===== src/rtl/sqw_pkg.sv =====
package sqw_pkg;
   typedef enum logic {
      BANK_NORM = 1'b0,
      BANK_OD   = 1'b1
   } bank_sel_e;
endpackage


===== src/rtl/sqw_timebase.sv =====
module sqw_timebase #(
   parameter int SELW = 3,
   parameter int PERW = 9
) (
   input  logic            clk,
   input  logic            rst_n,
   input  logic            restart,
   input  logic [SELW-1:0] sel_in,
   output logic            tick,
   output logic            wrap,
   output logic [PERW-1:0] pos
);
   localparam int PREW = (1 << SELW) - 1;

   logic [SELW-1:0] sel_q;
   logic [PREW-1:0] pre_q;
   logic [PREW:0]   mask_w;
   logic [PREW-1:0] mask;

   assign mask_w = ((PREW+1)'(1) << sel_q) - 1'b1;
   assign mask   = mask_w[PREW-1:0];
   assign tick   = (pre_q == mask);
   assign wrap   = tick && (&pos);

   always_ff @(posedge clk or negedge rst_n) begin
      if (!rst_n) begin
         sel_q <= '0;
         pre_q <= '0;
         pos   <= '0;
      end else if (restart) begin
         sel_q <= sel_in;
         pre_q <= '0;
         pos   <= '0;
      end else if (tick) begin
         pre_q <= '0;
         pos   <= pos + 1'b1;
      end else begin
         pre_q <= pre_q + 1'b1;
      end
   end

   AST_PRESCALE_BOUND: assert property (@(posedge clk) disable iff (!rst_n)
      pre_q <= mask) else $error("prescaler past divide limit");
   AST_RESTART_ZERO: assert property (@(posedge clk) disable iff (!rst_n)
      restart |=> (pos == '0)) else $error("period not restarted");
   AST_SEL_HOLD: assert property (@(posedge clk) disable iff (!rst_n)
      !restart |=> $stable(sel_q)) else $error("select changed without strobe");
endmodule


===== src/rtl/sqw_phase_bank.sv =====
module sqw_phase_bank
   import sqw_pkg::*;
#(
   parameter int NCH        = 64,
   parameter int PW         = 8,
   parameter int ODW        = 4,
   parameter bit OD_SUPPORT = 1'b1
) (
   input  logic              clk,
   input  logic              rst_n,
   input  logic              load,
   input  logic              wrap,
   input  logic              od_en,
   input  logic [ODW-1:0]    od_cycles,
   input  logic [NCH*PW-1:0] norm_flat,
   input  logic [NCH*PW-1:0] od_flat,
   output logic [NCH*PW-1:0] act_flat
);
   logic [NCH*PW-1:0] norm_q;
   logic [NCH*PW-1:0] od_q;
   bank_sel_e         bank_q;
   logic [ODW-1:0]    left_q;
   logic              od_active;

   always_ff @(posedge clk or negedge rst_n) begin
      if (!rst_n)    norm_q <= '0;
      else if (load) norm_q <= norm_flat;
   end

   generate
      if (OD_SUPPORT) begin : g_od
         always_ff @(posedge clk or negedge rst_n) begin
            if (!rst_n) begin
               od_q   <= '0;
               bank_q <= BANK_NORM;
               left_q <= '0;
            end else if (load) begin
               od_q <= od_flat;
               if (od_en && (od_cycles != '0)) begin
                  bank_q <= BANK_OD;
                  left_q <= od_cycles;
               end else begin
                  bank_q <= BANK_NORM;
                  left_q <= '0;
               end
            end else if (wrap && (bank_q == BANK_OD)) begin
               left_q <= left_q - 1'b1;
               if (left_q == ODW'(1)) bank_q <= BANK_NORM;
            end
         end
      end else begin : g_no_od
         assign od_q   = '0;
         assign bank_q = BANK_NORM;
         assign left_q = '0;
      end
   endgenerate

   assign od_active = (bank_q == BANK_OD);
   assign act_flat  = od_active ? od_q : norm_q;

   AST_OD_EXIT: assert property (@(posedge clk) disable iff (!rst_n)
      $fell(od_active) |-> ($past(wrap) || $past(load))) else $error("overdrive left mid-period");
   AST_OD_COUNT: assert property (@(posedge clk) disable iff (!rst_n)
      od_active |-> (left_q != '0)) else $error("overdrive with empty count");
   AST_OD_SKIP: assert property (@(posedge clk) disable iff (!rst_n)
      (load && !(od_en && (od_cycles != '0))) |=> !od_active) else $error("overdrive not skipped");
endmodule


===== src/rtl/sqw_chan.sv =====
module sqw_chan #(
   parameter int PW = 8
) (
   input  logic        [PW:0]   pos,
   input  logic        [PW-1:0] phase,
   input  logic                 drive_en,
   output logic                 wave,
   output logic                 hiz
);
   logic [PW:0] lag;

   assign lag  = pos - {1'b0, phase};
   assign wave = drive_en & ~lag[PW];
   assign hiz  = ~drive_en;
endmodule


===== src/rtl/sqw_array_gen.sv =====
module sqw_array_gen #(
   parameter int NCH        = 64,
   parameter int PW         = 8,
   parameter int SELW       = 3,
   parameter int ODW        = 4,
   parameter bit OD_SUPPORT = 1'b1
) (
   input  logic              clk,
   input  logic              rst_n,
   input  logic              scan_en,
   input  logic              sync_strobe,
   input  logic [SELW-1:0]   clk_sel,
   input  logic              od_en,
   input  logic [ODW-1:0]    od_cycles,
   input  logic [NCH-1:0]    ch_en,
   input  logic [NCH*PW-1:0] norm_phase,
   input  logic [NCH*PW-1:0] od_phase,
   output logic [NCH-1:0]    ch_out,
   output logic [NCH-1:0]    ch_hiz,
   output logic              com_out,
   output logic              com_hiz
);
   localparam int PERW = PW + 1;

   if (NCH < 1)                begin : g_bad_nch  $error("NCH must be at least 1");      end
   if (PW < 1)                 begin : g_bad_pw   $error("PW must be at least 1");       end
   if (SELW < 1 || SELW > 4)   begin : g_bad_sel  $error("SELW must lie in 1..4");       end
   if (ODW < 1)                begin : g_bad_odw  $error("ODW must be at least 1");      end

   logic              sync_q;
   logic              sync_fall;
   logic              tick;
   logic              wrap;
   logic [PERW-1:0]   pos;
   logic [NCH*PW-1:0] act_flat;

   always_ff @(posedge clk or negedge rst_n) begin
      if (!rst_n) sync_q <= 1'b0;
      else        sync_q <= sync_strobe;
   end
   assign sync_fall = sync_q & ~sync_strobe;

   sqw_timebase #(.SELW(SELW), .PERW(PERW)) u_timebase (
      .clk     (clk),
      .rst_n   (rst_n),
      .restart (sync_fall),
      .sel_in  (clk_sel),
      .tick    (tick),
      .wrap    (wrap),
      .pos     (pos)
   );

   sqw_phase_bank #(.NCH(NCH), .PW(PW), .ODW(ODW), .OD_SUPPORT(OD_SUPPORT)) u_bank (
      .clk       (clk),
      .rst_n     (rst_n),
      .load      (sync_fall),
      .wrap      (wrap),
      .od_en     (od_en),
      .od_cycles (od_cycles),
      .norm_flat (norm_phase),
      .od_flat   (od_phase),
      .act_flat  (act_flat)
   );

   for (genvar i = 0; i < NCH; i++) begin : g_ch
      sqw_chan #(.PW(PW)) u_chan (
         .pos      (pos),
         .phase    (act_flat[i*PW +: PW]),
         .drive_en (scan_en & ch_en[i]),
         .wave     (ch_out[i]),
         .hiz      (ch_hiz[i])
      );
   end

   assign com_out = scan_en & ~pos[PW];
   assign com_hiz = ~scan_en;

   logic unused_tick;
   assign unused_tick = tick;

   AST_HIZ_QUIET: assert property (@(posedge clk) disable iff (!rst_n)
      (ch_hiz & ch_out) == '0) else $error("parked channel driving high");
   AST_IDLE_PARKED: assert property (@(posedge clk) disable iff (!rst_n)
      !scan_en |-> ((&ch_hiz) && com_hiz && !com_out)) else $error("outputs live outside scan");
   AST_COM_START_HIGH: assert property (@(posedge clk) disable iff (!rst_n)
      (sync_fall && scan_en) |=> (com_out || !scan_en)) else $error("reference not high after strobe");
endmodule


===== config.mk =====
export PLATFORM = sky130hd
export DESIGN_NAME = sqw_array_gen
export DESIGN_NICKNAME = d
export VERILOG_FILES = /design/src/rtl/sqw_pkg.sv /design/src/rtl/sqw_timebase.sv /design/src/rtl/sqw_phase_bank.sv /design/src/rtl/sqw_chan.sv /design/src/rtl/sqw_array_gen.sv
export SDC_FILE = /design/constraint.sdc
export NUM_CORES = 2
export LEC_CHECK = 0
export ABC_AREA = 1
export BUFFER_PORTS_ARGS = -buffer_cell sky130_fd_sc_hd__buf_4
export CAP_MARGIN = 20
export CORE_AREA = 2 2 475 477
export DETAILED_ROUTE_END_ITERATION = 8
export DIE_AREA = 0 0 477 479
export PLACE_DENSITY = 0.53
export SETUP_SLACK_MARGIN = 0.3
export SYNTH_ARGS = -nofsm -noshare
export SYNTH_HDL_FRONTEND = slang
export SYNTH_SLANG_ARGS = --single-unit
export TNS_END_PERCENT = 100

===== constraint.sdc =====
create_clock -name clk -period 6.4 [get_ports clk]
set_input_delay 0.64 -clock clk [delete_from_list [all_inputs] [get_ports clk]]
set_output_delay 0.64 -clock clk [all_outputs]
set_load 0.005 [all_outputs]

==> metrics.md <==
| Metric | Value |
|---|---|
| Distinct cells, synth | `30` |
| Period utilisation layout | `77.1%` |
| 1st-iter DRT viols | `approximately 3700` |
| Layout Nets | `9931` |
| Hold Path Class | `in -> reg` |
| Outcome | `finished, final reports clean` |
| Maximum clock path buffer count | `3` |
| Initial core utilization | `25.9%` |
| Chip Height | `479 um` |
| Critical path's largest stage delay | `roughly 0.92 ns` |
| Setup TNS | `0 ns` |
| Number of antenna violations at the first check in global routing | `56` |
| Leak Pwr | `41.2 nW` |
| RSZ-0062 raised after global routing | `no` |
| Critical path required time | `5.76 ns` |
| Max VDD drop | `~0.00028 V` |
| Global Route Usage Sum | `20.2%` |
| Worst path cell trace | `buf_12, buf_4, mux2i_1, ha_1, a21oi_1, nor2_1, a211oi_1, nand2_1, nand2_1, nand2_1, nor2_1, buf_4` |
| DR WL/cell | `20.6 um` |
| Number of global-route vias before repair | `52800` |
| Die Wd | `477 um` |
| FF-to-FF End | `u_bank.od_q[181]` |
| Worst reg-to-reg path cell count | `6` |
| Area of the die | `228000 um^2` |
| Post-CTS Resized | `0` |
| Post-Syn Area | `57800 um^2` |
| Detailed Route WL | `237000 um` |
| Root buffer cell | `clkbuf_16` |
| CP delay by family, top | `buffers and inverters` |
| Critical Path Sink Type | `output pin` |
| Crit-path max FO | `47` |
| GP Congestion | `just over 0.9` |
| #FFs+latches synth | `1049` |
| Arrival @ worst endpoint | `around 4.3 ns` |
| Crit-path slowest cell | `dfrtp_4` |
| Crit-path most repeated cell | `nand2_1` |
| CTS Buf Count | `134` |
| Share of cells above drive strength 1 | `18.2%` |
| Via Count | `51800` |
| Top_reg_cell synth | `dfrtp_1` |
| Worst setup path start | `u_bank.bank_q` |
| Power share of the clock group | `33.8%` |
| Clock Skew | `0.0206 ns` |
| Min cycle time layout | `~4.9 ns` |
| Post-Syn Nets | `8798` |
| Area of the core | `224000 um^2` |
| Num ports | `1230` |
| Worst slew pin tran | `1.24 ns` |
| Critical path class | `reg -> out` |
| Sequential power share | `35.4%` |
| Internal power | `14.9 mW` |
| Combinational Power Share | `30.8%` |
| PD cells | `307 nW/um^2` |
| Num rows | `174` |
| Post-route ant nets | `0` |
| Startpoint types | `register` |
| Vias/cell | `between 4 and 5` |
| Max Freq | `203 MHz` |
| Largest net degree at the start of global routing | `239` |
| Gate Count Post-Synth | `slightly above 7000` |
| Max Cap Violations | `0` |
| Setup bufs post-CTS | `0` |
| Post-synth EDFFs | `0` |
| Clock latency at the later pin of the worst-skew pair | `0.76 ns` |
| Worst setup path end | `ch_out[13]` |
| H-tree depth | `4` |
| HPWL after detailed placement | `174000 um` |
| R2r startpoint | `sync_q` |
| First-pass GRT wire length | `about 350000 um` |
| CP Depth | `12` |
| Net switching power figure | `between 8 and 9 mW` |
| Total grt overflow | `0` |
| Final Hold Fails | `0` |
| Worst slew margin | `17.2%` |
| Worst-path clk slew | `0.06 ns` |
| Port-buffer cells | `1229` |
| Slew Limit Fails | `0` |
| Remaining DRCs | `0` |
| Final Power | `23.2 mW` |
| Synth async-reset ratio | `100%` |
| Detailed Routing Iterations Pass 1 | `6` |
| Final setup violation count | `0` |
| Syn. warnings | `0` |
| Sink Count | `about 1000` |
| Reg2Reg Setup Slack | `roughly 3.4 ns` |
| Syn Area/Cell | `7.98 um^2` |
| Seq/Total Area, Yosys | `a little under half` |
| Area growth from synthesis to layout | `30.4%` |
| Net Sw Frac | `35.7%` |
| CTS tree | `built` |
| Worst path bufs/invs | `3` |
## worst min path at each step
stage	depth (start not counted)	slack, ns	end	from
2_1_floorplan	0	0.34	sync_q	rst_n
3_3_place_gp	2	0.45	u_bank.norm_q[390]	u_bank.norm_q[390]
3_5_place_dp	2	0.46	u_bank.norm_q[447]	u_bank.norm_q[447]
4_1_cts	3	0.0002	u_bank.od_q[444]	od_phase[444]
5_1_grt	3	0.01	u_bank.norm_q[487]	norm_phase[487]
6_report	3	0.08	u_bank.od_q[484]	od_phase[484]
## flip-flops by register name, indices dropped and copies added (netlist names)
signal            flops
sync_q                1
u_bank.bank_q         1
u_timebase.pre_q      7
u_timebase.sel_q      3
u_bank.norm_q       512
u_bank.od_q         512
u_bank.left_q         4
u_timebase.pos        9
## cell usage after synthesis (64+ instances only)
library cell / instances / share of area (%)
inv_1: 335 / 2.2
buf_4: 130 / 1.7
ha_1: 453 / 9.8
nor2_1: 276 / 1.8
o21ai_0: 135 / 1.2
nand2_1: 3778 / 25
dfrtp_1: 1049 / 45
a211oi_1: 64 / 0.83
clkbuf_1: 143 / 0.93
nand3_1: 92 / 0.80
buf_2: 162 / 1.4
mux2i_1: 447 / 7.7
a21oi_1: 134 / 1.2
## power by group through the flow
stage | Sequential (mW) | Clock, mW | Combinational (mW)
after floorplan | 8.10 | 0 | 4.27
after global placement | 8.30 | 0 | 6.96
after detailed placement | 8.31 | 0 | 7.13
after CTS | 8.20 | 8.06 | 7.24
after global routing | 8.29 | 8.31 | 8.11
final | 8.20 | 7.84 | 7.12
## through the flow
stage | utilization, % | instances | instance area (um^2) | setup slack, ns | hold slack, ns
after global routing | 33.7 | 11500 | 75400 | 1.22 | 0.0138
after CTS | 33.7 | 11500 | 75300 | 1.30 | 0.000176
after detailed placement | 31.0 | 11100 | 69300 | 2.19 | 0.457
after global placement | 31.0 | 11100 | 69300 | 2.14 | 0.452
final | 33.7 | 11500 | 75400 | 1.46 | 0.0782
after floorplan | - | 7245 | 57800 | 3.07 | 0.344
## layout by cell type (no fill, tap or decap), drive strengths merged
cell | Yosys | routed
a211oi | 64 | 64
a21o | 1 | 1
a21oi | 134 | 134
buf | 310 | 1307
bufinv | 0 | 8
clkbuf | 143 | 190
clkinv | 0 | 33
clkinvlp | 0 | 3
dfrtp | 1049 | 1049
diode | 0 | 30
dlygate4sd3 | 0 | 143
ha | 453 | 453
inv | 336 | 342
mux2i | 447 | 447
nand2 | 3780 | 3780
nand3 | 94 | 94
nand4 | 2 | 2
nor2 | 279 | 279
nor3 | 3 | 3
nor4b | 1 | 1
o21ai | 135 | 135
or2 | 1 | 1
xnor2 | 6 | 6
xor2 | 7 | 7
## logic make-up (layout without fill, tap and decap cells)
logic type	after synthesis	count (layout)	share of synthesized area, %
AND/OR/NAND/NOR	4160	4160	27.3
other	0	30	0
flip-flops	1049	1049	45.4
adder cells (fa/ha/maj)	453	453	9.80
multiplexers	447	447	7.74
AO/OA/AOI/OAI	334	334	3.17
XOR/XNOR	13	13	0.210
buffers and inverters	789	2026	6.35
## cell type report
| class | instances | area [um^2] |
|---|---|---|
| Multi-Input combinational cell | 5407 | 27900 |
| Clock buffer | 190 | 3920 |
| Fill cell | 23500 | 148000 |
| Inverter | 336 | 1280 |
| Antenna cell | 30 | 75.1 |
| Timing Repair Buffer | 1450 | 11600 |
| Clock inverter | 50 | 628 |
| Sequential cell | 1049 | 26300 |
| Tap cell | 2992 | 3740 |
## what timing repair did
action,CTS,global route
hold buffers,143,0
setup endpoints to repair,0,0
endpoints found under the hold margin,229,0
## layer usage
layer	up-vias	global-route usage [%]	part of all wire, %
li1	24900	-	-
met1	25000	25.4	43
met2	1535	34.3	48
met3	329	4.17	5.5
met4	44	7.04	3.3
met5	-	0	0.13
## worst register-to-register path, cell delays in order (launching register included)
cell and delay [ns]:
dfrtp_1 0.32, inv_1 0.05, nor2_4 0.76, buf_4 0.40, buf_4 0.77, nand2_1 0.50, nand2_1 0.15
(Power assumes the default switching activity.)
